<file path="src/rtl/smbidx_pkg.sv">
package smbidx_pkg;
   localparam int unsigned REG_COUNT = 9;
   localparam int unsigned IDX_W     = 4;
   localparam int unsigned LAST_IDX  = REG_COUNT - 1;
   localparam int unsigned EN_W      = 19;

   typedef enum logic [2:0] {
      PH_IDLE, PH_ADDR, PH_INDEX, PH_WCNT, PH_WDATA, PH_RCNT, PH_RDATA
   } phase_t;

   // low = 0, mid = 1, anything above = high
   function automatic logic [1:0] level_rank(input logic [1:0] code);
      return (code == 2'b00) ? 2'd0 : (code == 2'b01) ? 2'd1 : 2'd2;
   endfunction

   function automatic logic [6:0] strap_addr(input logic [1:0] major, input logic [1:0] minor);
      logic [3:0] sel;
      logic [7:0] a8;
      sel = 4'(level_rank(major)) * 4'd3 + 4'(level_rank(minor));
      case (sel)
         4'd0:    a8 = 8'hD8;
         4'd1:    a8 = 8'hDA;
         4'd2:    a8 = 8'hDE;
         4'd3:    a8 = 8'hC2;
         4'd4:    a8 = 8'hC4;
         4'd5:    a8 = 8'hC6;
         4'd6:    a8 = 8'hCA;
         4'd7:    a8 = 8'hCC;
         default: a8 = 8'hCE;
      endcase
      return a8[7:1];
   endfunction
endpackage

</file>
<file path="src/rtl/smbidx_line_sync.sv">
module smbidx_line_sync #(
   parameter int unsigned STAGES = 2
) (
   input  logic clk,
   input  logic rst_n,
   input  logic scl_i,
   input  logic sda_i,
   output logic scl_s,
   output logic sda_s,
   output logic scl_rise,
   output logic scl_fall,
   output logic start_det,
   output logic stop_det
);
   logic [STAGES-1:0] scl_pipe, sda_pipe;
   logic scl_d, sda_d;

   always_ff @(posedge clk or negedge rst_n) begin
      if (!rst_n) begin
         scl_pipe <= '1;
         sda_pipe <= '1;
         scl_d    <= 1'b1;
         sda_d    <= 1'b1;
      end else begin
         scl_pipe <= {scl_pipe[STAGES-2:0], scl_i};
         sda_pipe <= {sda_pipe[STAGES-2:0], sda_i};
         scl_d    <= scl_pipe[STAGES-1];
         sda_d    <= sda_pipe[STAGES-1];
      end
   end

   assign scl_s     = scl_pipe[STAGES-1];
   assign sda_s     = sda_pipe[STAGES-1];
   assign scl_rise  = scl_s & ~scl_d;
   assign scl_fall  = ~scl_s & scl_d;
   assign start_det = scl_s & scl_d & sda_d & ~sda_s;
   assign stop_det  = scl_s & scl_d & ~sda_d & sda_s;
endmodule

</file>
<file path="src/rtl/smbidx_strap_latch.sv">
module smbidx_strap_latch (
   input  logic       clk,
   input  logic       rst_n,
   input  logic       pwr_good_i,
   input  logic [1:0] strap_major_i,
   input  logic [1:0] strap_minor_i,
   input  logic [1:0] pll_mode_i,
   input  logic       freq_sel_i,
   output logic       cfg_valid_o,
   output logic [6:0] addr_o,
   output logic [1:0] pll_mode_o,
   output logic       freq_sel_o
);
   import smbidx_pkg::*;

   logic [1:0] pg_sync;
   logic       pg_d;

   always_ff @(posedge clk or negedge rst_n) begin
      if (!rst_n) begin
         pg_sync     <= '0;
         pg_d        <= 1'b0;
         cfg_valid_o <= 1'b0;
         addr_o      <= '0;
         pll_mode_o  <= '0;
         freq_sel_o  <= 1'b0;
      end else begin
         pg_sync <= {pg_sync[0], pwr_good_i};
         pg_d    <= pg_sync[1];
         if (pg_sync[1] && !pg_d && !cfg_valid_o) begin
            cfg_valid_o <= 1'b1;
            addr_o      <= strap_addr(strap_major_i, strap_minor_i);
            pll_mode_o  <= pll_mode_i;
            freq_sel_o  <= freq_sel_i;
         end
      end
   end

   AST_CFG_FROZEN: assert property (@(posedge clk) disable iff (!rst_n)
      cfg_valid_o && $past(cfg_valid_o) |-> $stable(addr_o) && $stable(pll_mode_o) && $stable(freq_sel_o));
endmodule

</file>
<file path="src/rtl/smbidx_regs.sv">
module smbidx_regs #(
   parameter logic [7:0]  REV_ID  = 8'h31,
   parameter logic [7:0]  DEV_ID  = 8'hC9,
   parameter int unsigned CNT_W   = 5,
   parameter int unsigned CNT_RST = 8
) (
   input  logic                               clk,
   input  logic                               rst_n,
   input  logic                               wr_en,
   input  logic [smbidx_pkg::IDX_W-1:0]       wr_idx,
   input  logic [7:0]                         wr_data,
   input  logic [smbidx_pkg::IDX_W-1:0]       rd_idx,
   input  logic [1:0]                         pll_mode,
   input  logic                               freq_sel,
   input  logic [7:0]                         oe_pin,
   output logic [7:0]                         rd_data,
   output logic [smbidx_pkg::EN_W-1:0]        out_en,
   output logic [CNT_W-1:0]                   rd_len
);
   import smbidx_pkg::*;

   logic [2:0] en_top;

   // two full-byte enable banks, registers 1 and 2
   for (genvar g = 0; g < 2; g++) begin : g_bank
      logic [7:0] q;
      always_ff @(posedge clk or negedge rst_n) begin
         if (!rst_n)
            q <= 8'hFF;
         else if (wr_en && wr_idx == IDX_W'(g + 1))
            q <= wr_data;
      end
   end

   always_ff @(posedge clk or negedge rst_n) begin
      if (!rst_n) begin
         en_top <= 3'b111;
         rd_len <= CNT_W'(CNT_RST);
      end else if (wr_en) begin
         if (wr_idx == IDX_W'(0)) en_top <= wr_data[5:3];
         if (wr_idx == IDX_W'(7)) rd_len <= wr_data[CNT_W-1:0];
      end
   end

   always_comb begin
      case (rd_idx)
         IDX_W'(0): rd_data = {pll_mode, en_top, 2'b00, freq_sel};
         IDX_W'(1): rd_data = g_bank[0].q;
         IDX_W'(2): rd_data = g_bank[1].q;
         IDX_W'(3): rd_data = oe_pin;
         IDX_W'(5): rd_data = REV_ID;
         IDX_W'(6): rd_data = DEV_ID;
         IDX_W'(7): rd_data = 8'(rd_len);
         default:   rd_data = 8'h00;
      endcase
   end

   assign out_en = {en_top, g_bank[1].q, g_bank[0].q};

   AST_RO_WRITE_INERT: assert property (@(posedge clk) disable iff (!rst_n)
      wr_en && !(wr_idx inside {IDX_W'(0), IDX_W'(1), IDX_W'(2), IDX_W'(7)})
      |=> $stable(out_en) && $stable(rd_len));
endmodule

</file>
<file path="src/rtl/smbidx_target.sv">
module smbidx_target #(
   parameter int unsigned SYNC_STAGES = 2,
   parameter logic [7:0]  REV_ID      = 8'h31,
   parameter logic [7:0]  DEV_ID      = 8'hC9,
   parameter int unsigned CNT_W       = 5,
   parameter int unsigned CNT_RST     = 8
) (
   input  logic        clk,
   input  logic        rst_n,
   input  logic        scl_i,
   input  logic        sda_i,
   output logic        sda_low_o,
   input  logic        pwr_good_i,
   input  logic [1:0]  strap_major_i,
   input  logic [1:0]  strap_minor_i,
   input  logic [1:0]  pll_mode_i,
   input  logic        freq_sel_i,
   input  logic [7:0]  oe_pin_i,
   output logic [18:0] out_en_o
);
   import smbidx_pkg::*;

   localparam logic [IDX_W-1:0] LAST_I = IDX_W'(LAST_IDX);

   if (SYNC_STAGES < 2) begin : g_bad_sync
      $error("SYNC_STAGES must be at least 2");
   end
   if (CNT_W > 8 || CNT_RST >= (1 << CNT_W)) begin : g_bad_cnt
      $error("read length field does not fit");
   end

   logic scl_s, sda_s, scl_rise, scl_fall, start_det, stop_det;
   logic cfg_valid, freq_q;
   logic [6:0] my_addr;
   logic [1:0] pll_q;
   logic [7:0] rd_data, tx_byte;
   logic [CNT_W-1:0] rd_len;

   phase_t          phase;
   logic [3:0]      bit_cnt;
   logic [7:0]      shreg, budget;
   logic            ack_slot, tx_mode, host_ack, sda_low_q;
   logic [IDX_W-1:0] idx, next_idx, idx_from_byte;
   logic            byte_done, byte_ok, wr_en;

   smbidx_line_sync #(.STAGES(SYNC_STAGES)) u_sync (
      .clk(clk), .rst_n(rst_n), .scl_i(scl_i), .sda_i(sda_i),
      .scl_s(scl_s), .sda_s(sda_s), .scl_rise(scl_rise), .scl_fall(scl_fall),
      .start_det(start_det), .stop_det(stop_det));

   smbidx_strap_latch u_strap (
      .clk(clk), .rst_n(rst_n), .pwr_good_i(pwr_good_i),
      .strap_major_i(strap_major_i), .strap_minor_i(strap_minor_i),
      .pll_mode_i(pll_mode_i), .freq_sel_i(freq_sel_i),
      .cfg_valid_o(cfg_valid), .addr_o(my_addr),
      .pll_mode_o(pll_q), .freq_sel_o(freq_q));

   smbidx_regs #(.REV_ID(REV_ID), .DEV_ID(DEV_ID), .CNT_W(CNT_W), .CNT_RST(CNT_RST)) u_regs (
      .clk(clk), .rst_n(rst_n), .wr_en(wr_en), .wr_idx(idx), .wr_data(shreg),
      .rd_idx(idx), .pll_mode(pll_q), .freq_sel(freq_q), .oe_pin(oe_pin_i),
      .rd_data(rd_data), .out_en(out_en_o), .rd_len(rd_len));

   assign next_idx      = (idx >= LAST_I) ? LAST_I : idx + IDX_W'(1);
   assign idx_from_byte = (shreg > 8'(LAST_IDX)) ? LAST_I : shreg[IDX_W-1:0];
   assign byte_done     = (phase != PH_IDLE) && !start_det && !stop_det && !tx_mode &&
                          !ack_slot && scl_fall && (bit_cnt == 4'd8);
   assign wr_en         = byte_done && (phase == PH_WDATA) && (budget != 8'd0);

   always_comb begin
      case (phase)
         PH_ADDR:            byte_ok = cfg_valid && (shreg[7:1] == my_addr);
         PH_INDEX, PH_WCNT:  byte_ok = 1'b1;
         PH_WDATA:           byte_ok = (budget != 8'd0);
         default:            byte_ok = 1'b0;
      endcase
      if (phase == PH_RCNT)       tx_byte = 8'(rd_len);
      else if (budget != 8'd0)    tx_byte = rd_data;
      else                        tx_byte = 8'hFF;
   end

   always_ff @(posedge clk or negedge rst_n) begin
      if (!rst_n) begin
         phase <= PH_IDLE; bit_cnt <= '0; shreg <= '0; budget <= '0;
         ack_slot <= 1'b0; tx_mode <= 1'b0; host_ack <= 1'b0; sda_low_q <= 1'b0; idx <= '0;
      end else if (stop_det) begin
         phase <= PH_IDLE; ack_slot <= 1'b0; tx_mode <= 1'b0; sda_low_q <= 1'b0;
      end else if (start_det) begin
         phase <= PH_ADDR; bit_cnt <= '0; ack_slot <= 1'b0; tx_mode <= 1'b0; sda_low_q <= 1'b0;
      end else if (phase != PH_IDLE) begin
         if (!tx_mode && !ack_slot) begin
            if (scl_rise) begin
               shreg   <= {shreg[6:0], sda_s};
               bit_cnt <= bit_cnt + 4'd1;
            end else if (byte_done) begin
               ack_slot  <= 1'b1;
               sda_low_q <= byte_ok;
               case (phase)
                  PH_ADDR:  if (byte_ok) phase <= shreg[0] ? PH_RCNT : PH_INDEX;
                  PH_INDEX: begin idx <= idx_from_byte; phase <= PH_WCNT; end
                  PH_WCNT:  begin budget <= shreg; phase <= PH_WDATA; end
                  PH_WDATA: if (byte_ok) begin budget <= budget - 8'd1; idx <= next_idx; end
                  default: ;
               endcase
            end
         end else if (!tx_mode) begin
            if (scl_fall) begin
               ack_slot <= 1'b0;
               bit_cnt  <= '0;
               if (!sda_low_q) begin
                  phase <= PH_IDLE;
               end else if (phase == PH_RCNT) begin
                  tx_mode   <= 1'b1;
                  shreg     <= tx_byte;
                  sda_low_q <= ~tx_byte[7];
                  budget    <= 8'(rd_len);
                  phase     <= PH_RDATA;
               end else begin
                  sda_low_q <= 1'b0;
               end
            end
         end else if (!ack_slot) begin
            if (scl_fall) begin
               if (bit_cnt == 4'd7) begin
                  sda_low_q <= 1'b0;
                  ack_slot  <= 1'b1;
               end else begin
                  bit_cnt   <= bit_cnt + 4'd1;
                  shreg     <= {shreg[6:0], 1'b0};
                  sda_low_q <= ~shreg[6];
               end
            end
         end else begin
            if (scl_rise) begin
               host_ack <= ~sda_s;
            end else if (scl_fall) begin
               ack_slot <= 1'b0;
               bit_cnt  <= '0;
               if (host_ack) begin
                  shreg     <= tx_byte;
                  sda_low_q <= ~tx_byte[7];
                  if (budget != 8'd0) begin
                     budget <= budget - 8'd1;
                     idx    <= next_idx;
                  end
               end else begin
                  phase   <= PH_IDLE;
                  tx_mode <= 1'b0;
               end
            end
         end
      end
   end

   assign sda_low_o = sda_low_q;

   AST_SILENT_UNCONFIGURED: assert property (@(posedge clk) disable iff (!rst_n)
      !cfg_valid |-> !sda_low_q);
   AST_DRIVE_WHILE_SCL_LOW: assert property (@(posedge clk) disable iff (!rst_n)
      $rose(sda_low_q) |-> !scl_s);
   AST_WRITE_ACKED: assert property (@(posedge clk) disable iff (!rst_n)
      wr_en |=> sda_low_q);
   AST_IDX_SATURATED: assert property (@(posedge clk) disable iff (!rst_n)
      idx <= LAST_I);
endmodule

</file>
<file path="config.mk">
export PLATFORM = sky130hd
export DESIGN_NAME = smbidx_target
export DESIGN_NICKNAME = d
export VERILOG_FILES = /design/src/rtl/smbidx_pkg.sv /design/src/rtl/smbidx_line_sync.sv /design/src/rtl/smbidx_strap_latch.sv /design/src/rtl/smbidx_regs.sv /design/src/rtl/smbidx_target.sv
export SDC_FILE = /design/constraint.sdc
export NUM_CORES = 1
export LEC_CHECK = 0
export BUFFER_PORTS_ARGS = -buffer_cell sky130_fd_sc_hd__buf_2
export CAP_MARGIN = 20
export CORE_MARGIN = 1.5
export CORE_UTILIZATION = 60
export CTS_CLUSTER_DIAMETER = 200
export DETAILED_ROUTE_END_ITERATION = 7
export HOLD_SLACK_MARGIN = 0.08
export PLACE_DENSITY = 0.8
export SLEW_MARGIN = 20
export SYNTH_ARGS = -nofsm -noshare
export SYNTH_HDL_FRONTEND = slang
export SYNTH_SLANG_ARGS = --single-unit
</file>
<file path="constraint.sdc">
create_clock -name clk -period 2.9 [get_ports clk]
set_input_delay 0.87 -clock clk [delete_from_list [all_inputs] [get_ports clk]]
set_output_delay 0.87 -clock clk [all_outputs]
set_load 0.02 [all_outputs]
</file>
==> results of run 1 <==
[layout by cell type, fill, tap and decap left out, drive strengths merged, types with 5 or more instances in the layout]
cell    netlist  layout
nand2        36      36
a222oi        5       5
dfstp        26      26
a31oi         6       6
nor4          5       5
o21ai        25      25
nor2         34      34
a22oi         7       7
or2           5       5
dfrtp        46      46
nor2b         5       5
nor3          6       6
inv          19      20
o31ai         5       5
a21o          7       7
a21oi        35      35
clkbuf       13       9
a211oi        6       6
nand3        11      11
nand2b        8       8
ha           16      16
mux2         29      29
buf          15      49
a22o          8       8
[power by group through the flow]
| stage | Clock, mW | Sequential (mW) | Combinational, mW |
|---|---|---|---|
| after detailed placement | 0 | 1.58 | 1.80 |
| after floorplan | 0 | 1.35 | 1.48 |
| after CTS | 0.824 | 1.56 | 1.81 |
| after global routing | 0.858 | 1.61 | 2.03 |
| final | 0.811 | 1.58 | 1.84 |
| after global placement | 0 | 1.57 | 1.75 |
[routing by layer]
metal | vias to the layer above | part of all wire | global-route usage
met4 | 0 | 0.027 | 0.126
li1 | 1697 | - | -
met5 | - | 0 | 0
met2 | 164 | 0.47 | 0.464
met1 | 1810 | 0.42 | 0.391
met3 | 31 | 0.075 | 0.0782
[final cells by class]
| type | count | area (um2) |
|---|---|---|
| clock buffer | 9 | 124 |
| clock inverter | 7 | 71.3 |
| fill | 567 | 2100 |
| inverter | 19 | 71.3 |
| multi-input combinational | 324 | 2300 |
| sequential | 72 | 1830 |
| tap | 96 | 120 |
| timing repair buffer | 49 | 283 |
[state kept, by name (all words and copies together) (netlist names), 2 cells and up]
register,count
u_regs.en_top,3
u_strap.addr_o,5
u_strap.pg_sync,2
u_sync.scl_pipe,2
u_strap.pll_mode_o,2
idx,4
bit_cnt,4
u_sync.sda_pipe,2
phase,3
budget,8
u_regs.rd_len,5
shreg,8
u_regs.g_bank.q,16
[worst reg2reg max path, delay by kind of cell (launching register included)]
family	cells	cell delay [ns]
fa+ha+maj	1	0.32
mux	1	0.34
flops	1	0.55
compound gates	1	0.29
simple gates	4	1.07
[cell families (layout without fill, tap and decap cells)]
logic type,Yosys count,after routing,synth area share
multiplexers,31,31,0.0799
flip-flops,72,72,0.423
AO/OA/AOI/OAI,139,139,0.231
adder cells (fa/ha/maj),17,17,0.0507
buffers and inverters,47,84,0.0470
XOR/XNOR,6,6,0.0138
AND/OR/NAND/NOR,131,131,0.155
[worst paths after layout]
check	from	end	slack, ns	depth (start not counted)
worst min register to register	u_strap.pg_sync[0]	u_strap.pg_sync[1]	0.35	0
max in group asynchronous	rst_n	u_regs.g_bank[0].q[1]	1.78	2
worst min-delay path	u_strap.pg_sync[0]	u_strap.pg_sync[1]	0.35	0
min in group asynchronous	rst_n	bit_cnt[1]	0.44	1
worst max register to register	u_sync.scl_d	u_regs.g_bank[1].q[6]	0.25	7
worst max-delay path	u_sync.scl_d	u_regs.g_bank[1].q[6]	0.25	7
==> results.py, run 1 <==
metrics = {
    "run_status": {
        "status": "finished clean",
    },
    "worst_setup_path": {
        "end_kind": "flop",
        "arrival_ns": 2.95,
        "start_kind": "flop",
        "cp.buffers_inverters": 0,
        "worstPathRequired_ns": 3.20,
        "cp_max_fo": 9,
        "slowest_stage": "dfstp_2",
        "path_cells": "ha_1 > nand4b_1 > a211oi_1 > nand4_1 > nor2_1 > nand2_2 > mux2_2",
        "worst_path_dominant_cell_family": "simple AND/OR/NAND/NOR gates",
        "crit_type": "flop to flop",
        "critical-path-max-stage-delay_ns": 0.55,
    },
    "grt": {
        "grt_pass1_vias": 3565,
        "grt_use_total": 0.297,
        "grt_max_degree": 55,
        "grt_pass1_wl_um": 17400,
        "grt_overflow_total": 0,
        "antenna_found_initial": 0,
    },
    "pwr": {
        "power.internal_mw": 2.35,
        "p_per_area_nw_per_um2": 881,
        "p_switching_mw": 1.89,
        "switching_share": 0.446,
        "power.total_mw": 4.23,
        "clkPwrFrac": 0.192,
        "seq_power_share": 0.373,
        "comb_power_share": 0.435,
        "power.ir.vdd_worst_uv": 526,
        "p_leak_nw": 2.11,
    },
    "clock_network": {
        "clock_latency_ns": 0.37,
        "cts_buffer_depth": 2,
        "post_cts_buffers": 0,
        "cts_buffers": 9,
        "htree_levels": 3,
        "ctsResizeCount": 0,
        "cts_tree": "yes",
        "root_buffer": "clkbuf_8",
        "path_clk_slew_ns": 0.08,
        "clkSinkCount": 72,
        "postCtsHoldBufs": 0,
    },
    "yosys": {
        "synthTopCellsByArea": "dfrtp_1, dfstp_2, mux2_2",
        "synth_most_common_cell": "dfrtp_1",
        "ys_warn_count": 0,
        "syn_nets": 480,
        "synthDistinctLibCells": 69,
        "yosys-top-cells-count": "dfrtp_1, nand2_1, nor2_1, a21oi_1, mux2_2",
        "yosys.area.top_type": "dfrtp_1",
        "async_reset_ff_frac": 1.00,
        "synth_area_um2": 4340,
        "synth_edf_count": 0,
        "synth_cells": 443,
        "synth_top_area_frac": 0.265,
        "ys_seq_elements": 72,
        "synth_flop_cell": "dfrtp_1",
        "yosysSeqAreaShare": 0.423,
        "syn_area_per_cell_um2": 9.79,
    },
    "die": {
        "ioPinCount": 40,
        "die_width_um": 88.0,
        "num_rows": 30,
        "floorplan.initialDensity": 0.628,
        "coreArea_um2": 6910,
        "die_h_um": 88.0,
        "dieArea_um2": 7750,
    },
    "cells_and_area": {
        "areaGrowthSynthToFinish_pct": 10.7,
        "instances_no_fill": 576,
        "utilization": 0.696,
        "diodes": 0,
        "fin_nets": 512,
        "drive_gt1_frac": 0.283,
        "stdcell_area_um2": 4800,
    },
    "sta": {
        "setup_viol": 0,
        "finalCriticalPeriod_ns": 2.65,
        "grt_setup_unrepaired": "false",
        "skew_ns": 0.0114,
        "tns_ns": 0,
        "hold_viol": 0,
        "slew_headroom": 0.414,
        "fin_crit_sh": 0.913,
        "fmax_mhz": 378,
        "worst_pin_slew_ns": 0.873,
        "slew_viol_final": 0,
        "timing.hold.ws_ns": 0.353,
        "fin_ws_ns": 0.252,
    },
    "placement": {
        "place_inst": 560,
        "dp_hpwl_um": 7450,
        "dpl_cell_area_um2": 4610,
        "dpl_worst_slack_ns": 0.0295,
        "io_buffers": 39,
        "gp_congestion": 0.917,
    },
    "drt": {
        "route.detailed.drc": 0,
        "drt_iter0_drc": 393,
        "vias": 3702,
        "routedWlPerCell_um": 18.3,
        "ant_nets": 0,
        "drtPass1Iterations": 5,
        "finalWirelength_um": 10500,
        "via_per_inst": 6.43,
    },
    "run": {
        "cap_violations": 0,
    },
    "min_path": {
        "min_path_type": "flop to flop",
    },
}
No activity file was read; power rests on OpenSTA's default activity.
==> inputs of run 2 (changes only) <==
--- a/config.mk
+++ b/config.mk
@@ -5,14 +5,14 @@
 export SDC_FILE = /design/constraint.sdc
 export NUM_CORES = 1
 export LEC_CHECK = 0
-export BUFFER_PORTS_ARGS = -buffer_cell sky130_fd_sc_hd__buf_2
 export CAP_MARGIN = 20
 export CORE_MARGIN = 1.5
 export CORE_UTILIZATION = 60
 export CTS_CLUSTER_DIAMETER = 200
 export DETAILED_ROUTE_END_ITERATION = 7
+export DONT_BUFFER_PORTS = 1
 export HOLD_SLACK_MARGIN = 0.08
-export PLACE_DENSITY = 0.8
+export PLACE_DENSITY = 0.76
 export SLEW_MARGIN = 20
 export SYNTH_ARGS = -nofsm -noshare
 export SYNTH_HDL_FRONTEND = slang
==> run 2 against run 1 <==
Worst hold slack worse by 0.15 ns. Sequential power about the same. Combinational power down 4%. Critical path type unchanged. Maximum frequency up 2.4%. Largest power group unchanged. Setup slack better by 0.061 ns. Largest cell class unchanged. Non-clock buffer count down 42. Clock skew down 0.0035 ns.
==> results.py, run 2 (synthesized netlist as in run 1, its figures left out) <==
metrics = {
    "sta": {
        "skew_ns": 0.00795,
        "worst_pin_slew_ns": 0.681,
        "slew_viol_final": 0,
        "fin_crit_sh": 0.892,
        "slew_headroom": 0.543,
        "tns_ns": 0,
        "grt_setup_unrepaired": "false",
        "finalCriticalPeriod_ns": 2.59,
        "timing.hold.ws_ns": 0.200,
        "setup_viol": 0,
        "fmax_mhz": 387,
        "hold_viol": 0,
    },
    "clock_network": {
        "ctsResizeCount": 0,
        "post_cts_buffers": 0,
        "postCtsHoldBufs": 0,
        "cts_buffer_depth": 2,
        "root_buffer": "clkbuf_8",
        "clkSinkCount": 72,
        "path_clk_slew_ns": 0.08,
        "cts_buffers": 9,
        "htree_levels": 3,
        "cts_tree": "yes",
        "clock_latency_ns": 0.35,
    },
    "worst_setup_path": {
        "arrival_ns": 2.86,
        "worstPathRequired_ns": 3.18,
        "cp_max_fo": 9,
        "r2r_setup_slack_ns": 0.31,
        "critPathCapture": "u_regs.g_bank[1].q[2]",
        "cp-startpoint": "u_sync.scl_d",
        "start_kind": "flop",
        "reg2reg_from": "u_sync.scl_d",
        "reg2regPathDepth": 7,
        "crit_type": "flop to flop",
        "regToRegEndpoint": "u_regs.g_bank[1].q[2]",
        "end_kind": "flop",
    },
    "die": {
        "die_h_um": 88.0,
        "floorplan.initialDensity": 0.628,
        "coreArea_um2": 6910,
        "dieArea_um2": 7750,
        "ioPinCount": 40,
        "die_width_um": 88.0,
        "num_rows": 30,
    },
    "placement": {
        "gp_congestion": 0.918,
        "io_buffers": 0,
        "dp_hpwl_um": 7170,
    },
    "drt": {
        "routedWlPerCell_um": 18.9,
        "finalWirelength_um": 10100,
        "wl_met2_um": 4690,
        "vias": 3451,
        "drt_iter0_drc": 344,
        "ant_nets": 0,
        "wl_met1_um": 4370,
        "dr_wl_met3_um": 725,
        "drtPass1Iterations": 5,
        "via_per_inst": 6.46,
        "top_layer": "met4",
        "route.detailed.drc": 0,
    },
    "cells_and_area": {
        "regArea_um2": 1830,
        "most-common-layout-cells": "dfrtp_1, nand2_1, nor2_1",
        "top_register": "u_regs.g_bank.q",
        "largest_registers": "u_regs.g_bank.q: 16 flops, budget: 8 flops, shreg: 8 flops",
        "n_fill_cell": 571,
        "areaGrowthSynthToFinish_pct": 6.52,
        "diodes": 0,
        "drive_gt1_frac": 0.215,
        "layout_commonest_cell": "dfrtp_1",
        "fin_nets": 470,
        "multi_input_area_um2": 2300,
        "largest_reg_flops": 16,
    },
    "pwr": {
        "power.ir.vdd_worst_uv": 414,
        "comb_power_share": 0.409,
        "switching_share": 0.423,
        "power.internal_mw": 2.50,
        "p_leak_nw": 1.93,
        "seq_power_share": 0.364,
        "p_switching_mw": 1.83,
        "p_per_area_nw_per_um2": 936,
        "clkPwrFrac": 0.227,
    },
    "grt": {
        "grt_pass1_vias": 3382,
        "grt_pass1_wl_um": 16800,
        "grt_overflow_total": 0,
        "grt_use_total": 0.284,
        "antenna_found_initial": 0,
        "grt_max_degree": 73,
    },
    "run": {
        "cap_violations": 0,
    },
    "min_path": {
        "min_path_type": "primary input to asynchronous set/reset pin",
    },
    "run_status": {
        "status": "finished clean",
    },
}
[run 2: cell count changes in the layout (fill, tap and decap cells not counted), sizes merged]
cell,previous run,this run
clkinv,3,1
buf,49,7
bufinv,1,3
clkinvlp,2,1
clkbuf,9,10
[run 2: final cells by class]
class | count | area share
clock buffer | 10 | 0.0276
clock inverter | 6 | 0.0249
inverter | 19 | 0.0154
multi-input combinational | 324 | 0.498
sequential | 72 | 0.397
tap | 96 | 0.0260
timing repair buffer | 7 | 0.0114
[run 2: worst max-delay path, cell delays in order, from the launching register on]
cell and delay [ns]:
dfstp_2 0.55, ha_1 0.34, nand4b_1 0.26, a211oi_1 0.32, nand4_1 0.22, nor2_1 0.27
nand2_2 0.21, mux2_2 0.34
[run 2: per-stage QoR]
step	setup slack (ns)	instance area, um2	power (mW)	std cells	utilization
2_1_floorplan	0.298	4340	2.83	443	-
3_3_place_gp	0.263	4380	3.27	518	0.634
3_5_place_dp	0.218	4380	3.31	518	0.634
4_1_cts	0.303	4620	4.30	534	0.669
5_1_grt	0.119	4620	4.60	534	0.669
6_report	0.313	4620	4.33	534	0.669
[run 2: power by group through the flow]
stage / combinational [mW] / sequential (mW) / clock [mW]
2_1_floorplan: 1.48 / 1.35 / 0
3_3_place_gp: 1.69 / 1.57 / 0
3_5_place_dp: 1.73 / 1.58 / 0
4_1_cts: 1.74 / 1.56 / 0.994
5_1_grt: 1.96 / 1.61 / 1.04
6_report: 1.77 / 1.58 / 0.982
[run 2: how the worst min path moves through the flow]
stage,start,end,cells past startpoint
3_3_place_gp,u_strap.pg_sync[0],u_strap.pg_sync[1],0
5_1_grt,rst_n,bit_cnt[2],0
6_report,rst_n,bit_cnt[2],0
3_5_place_dp,u_strap.pg_sync[0],u_strap.pg_sync[1],0
4_1_cts,rst_n,bit_cnt[2],0
2_1_floorplan,u_strap.pg_sync[0],u_strap.pg_sync[1],0
[run 2: layer usage]
| metal | vias up | global-route usage |
|---|---|---|
| met2 | 155 | 0.440 |
| li1 | 1615 | - |
| met4 | 0 | 0.105 |
| met5 | - | 0 |
| met1 | 1644 | 0.387 |
| met3 | 37 | 0.0735 |
==> inputs of run 3 (changes only) <==
--- a/config.mk
+++ b/config.mk
@@ -7,12 +7,12 @@
 export LEC_CHECK = 0
 export CAP_MARGIN = 20
 export CORE_MARGIN = 1.5
-export CORE_UTILIZATION = 60
+export CORE_UTILIZATION = 51
 export CTS_CLUSTER_DIAMETER = 200
 export DETAILED_ROUTE_END_ITERATION = 7
 export DONT_BUFFER_PORTS = 1
-export HOLD_SLACK_MARGIN = 0.08
-export PLACE_DENSITY = 0.76
+export HOLD_SLACK_MARGIN = 0.12
+export PLACE_DENSITY = 0.66
 export SLEW_MARGIN = 20
 export SYNTH_ARGS = -nofsm -noshare
 export SYNTH_HDL_FRONTEND = slang
==> run 3 against run 2 <==
Combinational power is 8% higher. Count of clock-buffer cells in the layout grew 3. Die area rose by 17%. Setup slack worse by 0.029 ns. Via count increased by 0.38%.
==> results.py, run 3 (synthesized netlist as in run 1, its figures left out) <==
metrics = {
    "run_status": {
        "status": "finished clean",
    },
    "sta": {
        "tns_ns": 0,
        "fmax_mhz": 382,
        "fin_crit_sh": 0.902,
        "hold_viol": 0,
        "skew_ns": 0.0108,
        "worst_pin_slew_ns": 0.746,
        "slew_headroom": 0.490,
        "finalCriticalPeriod_ns": 2.62,
        "setup_viol": 0,
        "slew_viol_final": 0,
        "grt_setup_unrepaired": "false",
    },
    "cells_and_area": {
        "largest_registers": "u_regs.g_bank.q: 16 flops, budget: 8 flops, shreg: 8 flops",
        "drive_gt1_frac": 0.227,
        "most-common-layout-cells": "dfrtp_1, nand2_1, nor2_1",
        "diodes": 0,
        "utilization": 0.566,
        "top_register": "u_regs.g_bank.q",
        "stdcell_area_um2": 4650,
        "instances_no_fill": 550,
        "fin_nets": 477,
        "areaGrowthSynthToFinish_pct": 7.27,
        "largest_reg_flops": 16,
        "n_fill_cell": 748,
        "layout_commonest_cell": "dfrtp_1",
    },
    "grt": {
        "grt_pass1_wl_um": 17400,
        "grt_use_total": 0.251,
        "grt_pass1_vias": 3398,
        "grt_overflow_total": 0,
        "grt_max_degree": 73,
        "antenna_found_initial": 0,
    },
    "die": {
        "die_h_um": 95.2,
        "ioPinCount": 40,
        "floorplan.initialDensity": 0.528,
        "dieArea_um2": 9070,
        "num_rows": 33,
        "die_width_um": 95.2,
        "coreArea_um2": 8220,
    },
    "clock_network": {
        "clock_latency_ns": 0.35,
        "cts_buffers": 9,
        "htree_levels": 3,
        "root_buffer": "clkbuf_8",
        "clkSinkCount": 72,
        "ctsResizeCount": 0,
        "postCtsHoldBufs": 0,
        "path_clk_slew_ns": 0.08,
        "cts_buffer_depth": 2,
        "post_cts_buffers": 0,
        "cts_tree": "yes",
    },
    "min_path": {
        "min_path_type": "primary input to asynchronous set/reset pin",
    },
    "placement": {
        "io_buffers": 0,
        "dp_hpwl_um": 7400,
        "dpl_cell_area_um2": 4440,
        "place_inst": 534,
        "gp_congestion": 0.939,
    },
    "worst_setup_path": {
        "reg2regPathDepth": 7,
        "crit_type": "flop to flop",
        "arrival_ns": 2.86,
        "r2r_setup_slack_ns": 0.28,
        "worstPathRequired_ns": 3.14,
        "cp_max_fo": 15,
        "start_kind": "flop",
        "end_kind": "flop",
    },
    "pwr": {
        "p_switching_mw": 1.84,
        "clkPwrFrac": 0.194,
        "comb_power_share": 0.450,
        "power.internal_mw": 2.42,
        "power.ir.vdd_worst_uv": 356,
        "switching_share": 0.432,
        "seq_power_share": 0.356,
        "p_per_area_nw_per_um2": 917,
        "power.total_mw": 4.27,
        "p_leak_nw": 1.96,
    },
    "drt": {
        "ant_nets": 0,
        "via_per_inst": 6.30,
        "dr_wl_met3_um": 644,
        "finalWirelength_um": 10400,
        "top_layer": "met4",
        "route.detailed.drc": 0,
        "drtPass1Iterations": 5,
        "routedWlPerCell_um": 19.0,
        "wl_met2_um": 4860,
        "drt_iter0_drc": 299,
        "vias": 3464,
        "wl_met1_um": 4680,
    },
    "run": {
        "cap_violations": 0,
    },
}
run 3: cell count changes in the layout (fill, tap and decap cells not counted):
cell / previous run / this run
buf_4: 7 / 14
bufinv_16: 3 / 0
clkbuf_16: 0 / 2
clkbuf_8: 9 / 10
clkinv_2: 0 / 1
clkinvlp_4: 1 / 0
inv_4: 0 / 1
inv_6: 1 / 0
run 3: final timing paths:
kind	start	endpoint
setup / recovery	u_sync.scl_d	budget[3]
hold / removal	rst_n	bit_cnt[0]
setup reg to reg	u_sync.scl_d	budget[3]
hold reg to reg	u_strap.pg_sync[0]	u_strap.pg_sync[1]
max in group asynchronous	rst_n	u_regs.g_bank[1].q[7]
min in group clk	u_strap.pg_sync[0]	u_strap.pg_sync[1]
run 3: metal layers:
layer	track usage	vias to the layer above
met5	0	-
met4	0.112	0
met3	0.0574	32
met2	0.375	132
met1	0.346	1677
li1	-	1623
run 3: metrics by stage:
step | setup WS (ns) | hold WS, ns
2_1_floorplan | 0.298 | 0.331
4_1_cts | 0.275 | 0.196
6_report | 0.284 | 0.210
3_5_place_dp | 0.179 | 0.340
5_1_grt | 0.107 | 0.192
3_3_place_gp | 0.255 | 0.333
run 3: cell type report:
cell class / count / area [um2] / share of cell area
clock inverter: 3 / 20.0 / 0.00430
timing repair buffer: 14 / 105 / 0.0226
clock buffer: 13 / 191 / 0.0411
tap: 105 / 131 / 0.0282
inverter: 19 / 71.3 / 0.0153
multi-input combinational: 324 / 2300 / 0.494
sequential: 72 / 1830 / 0.394
run 3: power groups by stage:
stage	Sequential, mW	Combinational (mW)	Clock [mW]
after floorplan	1.35	1.48	0
after global placement	1.52	1.86	0
after detailed placement	1.53	1.87	0
after CTS	1.51	1.89	0.847
after global routing	1.56	2.12	0.883
final	1.52	1.92	0.827
run 3: critical path, stage by stage, from the launching register on:
cell	delay, ns
dfstp_2	0.55
ha_1	0.31
nand4b_1	0.30
a2111oi_4	0.37
o211ai_2	0.20
a21oi_4	0.38
o21ai_0	0.15
a22o_1	0.25
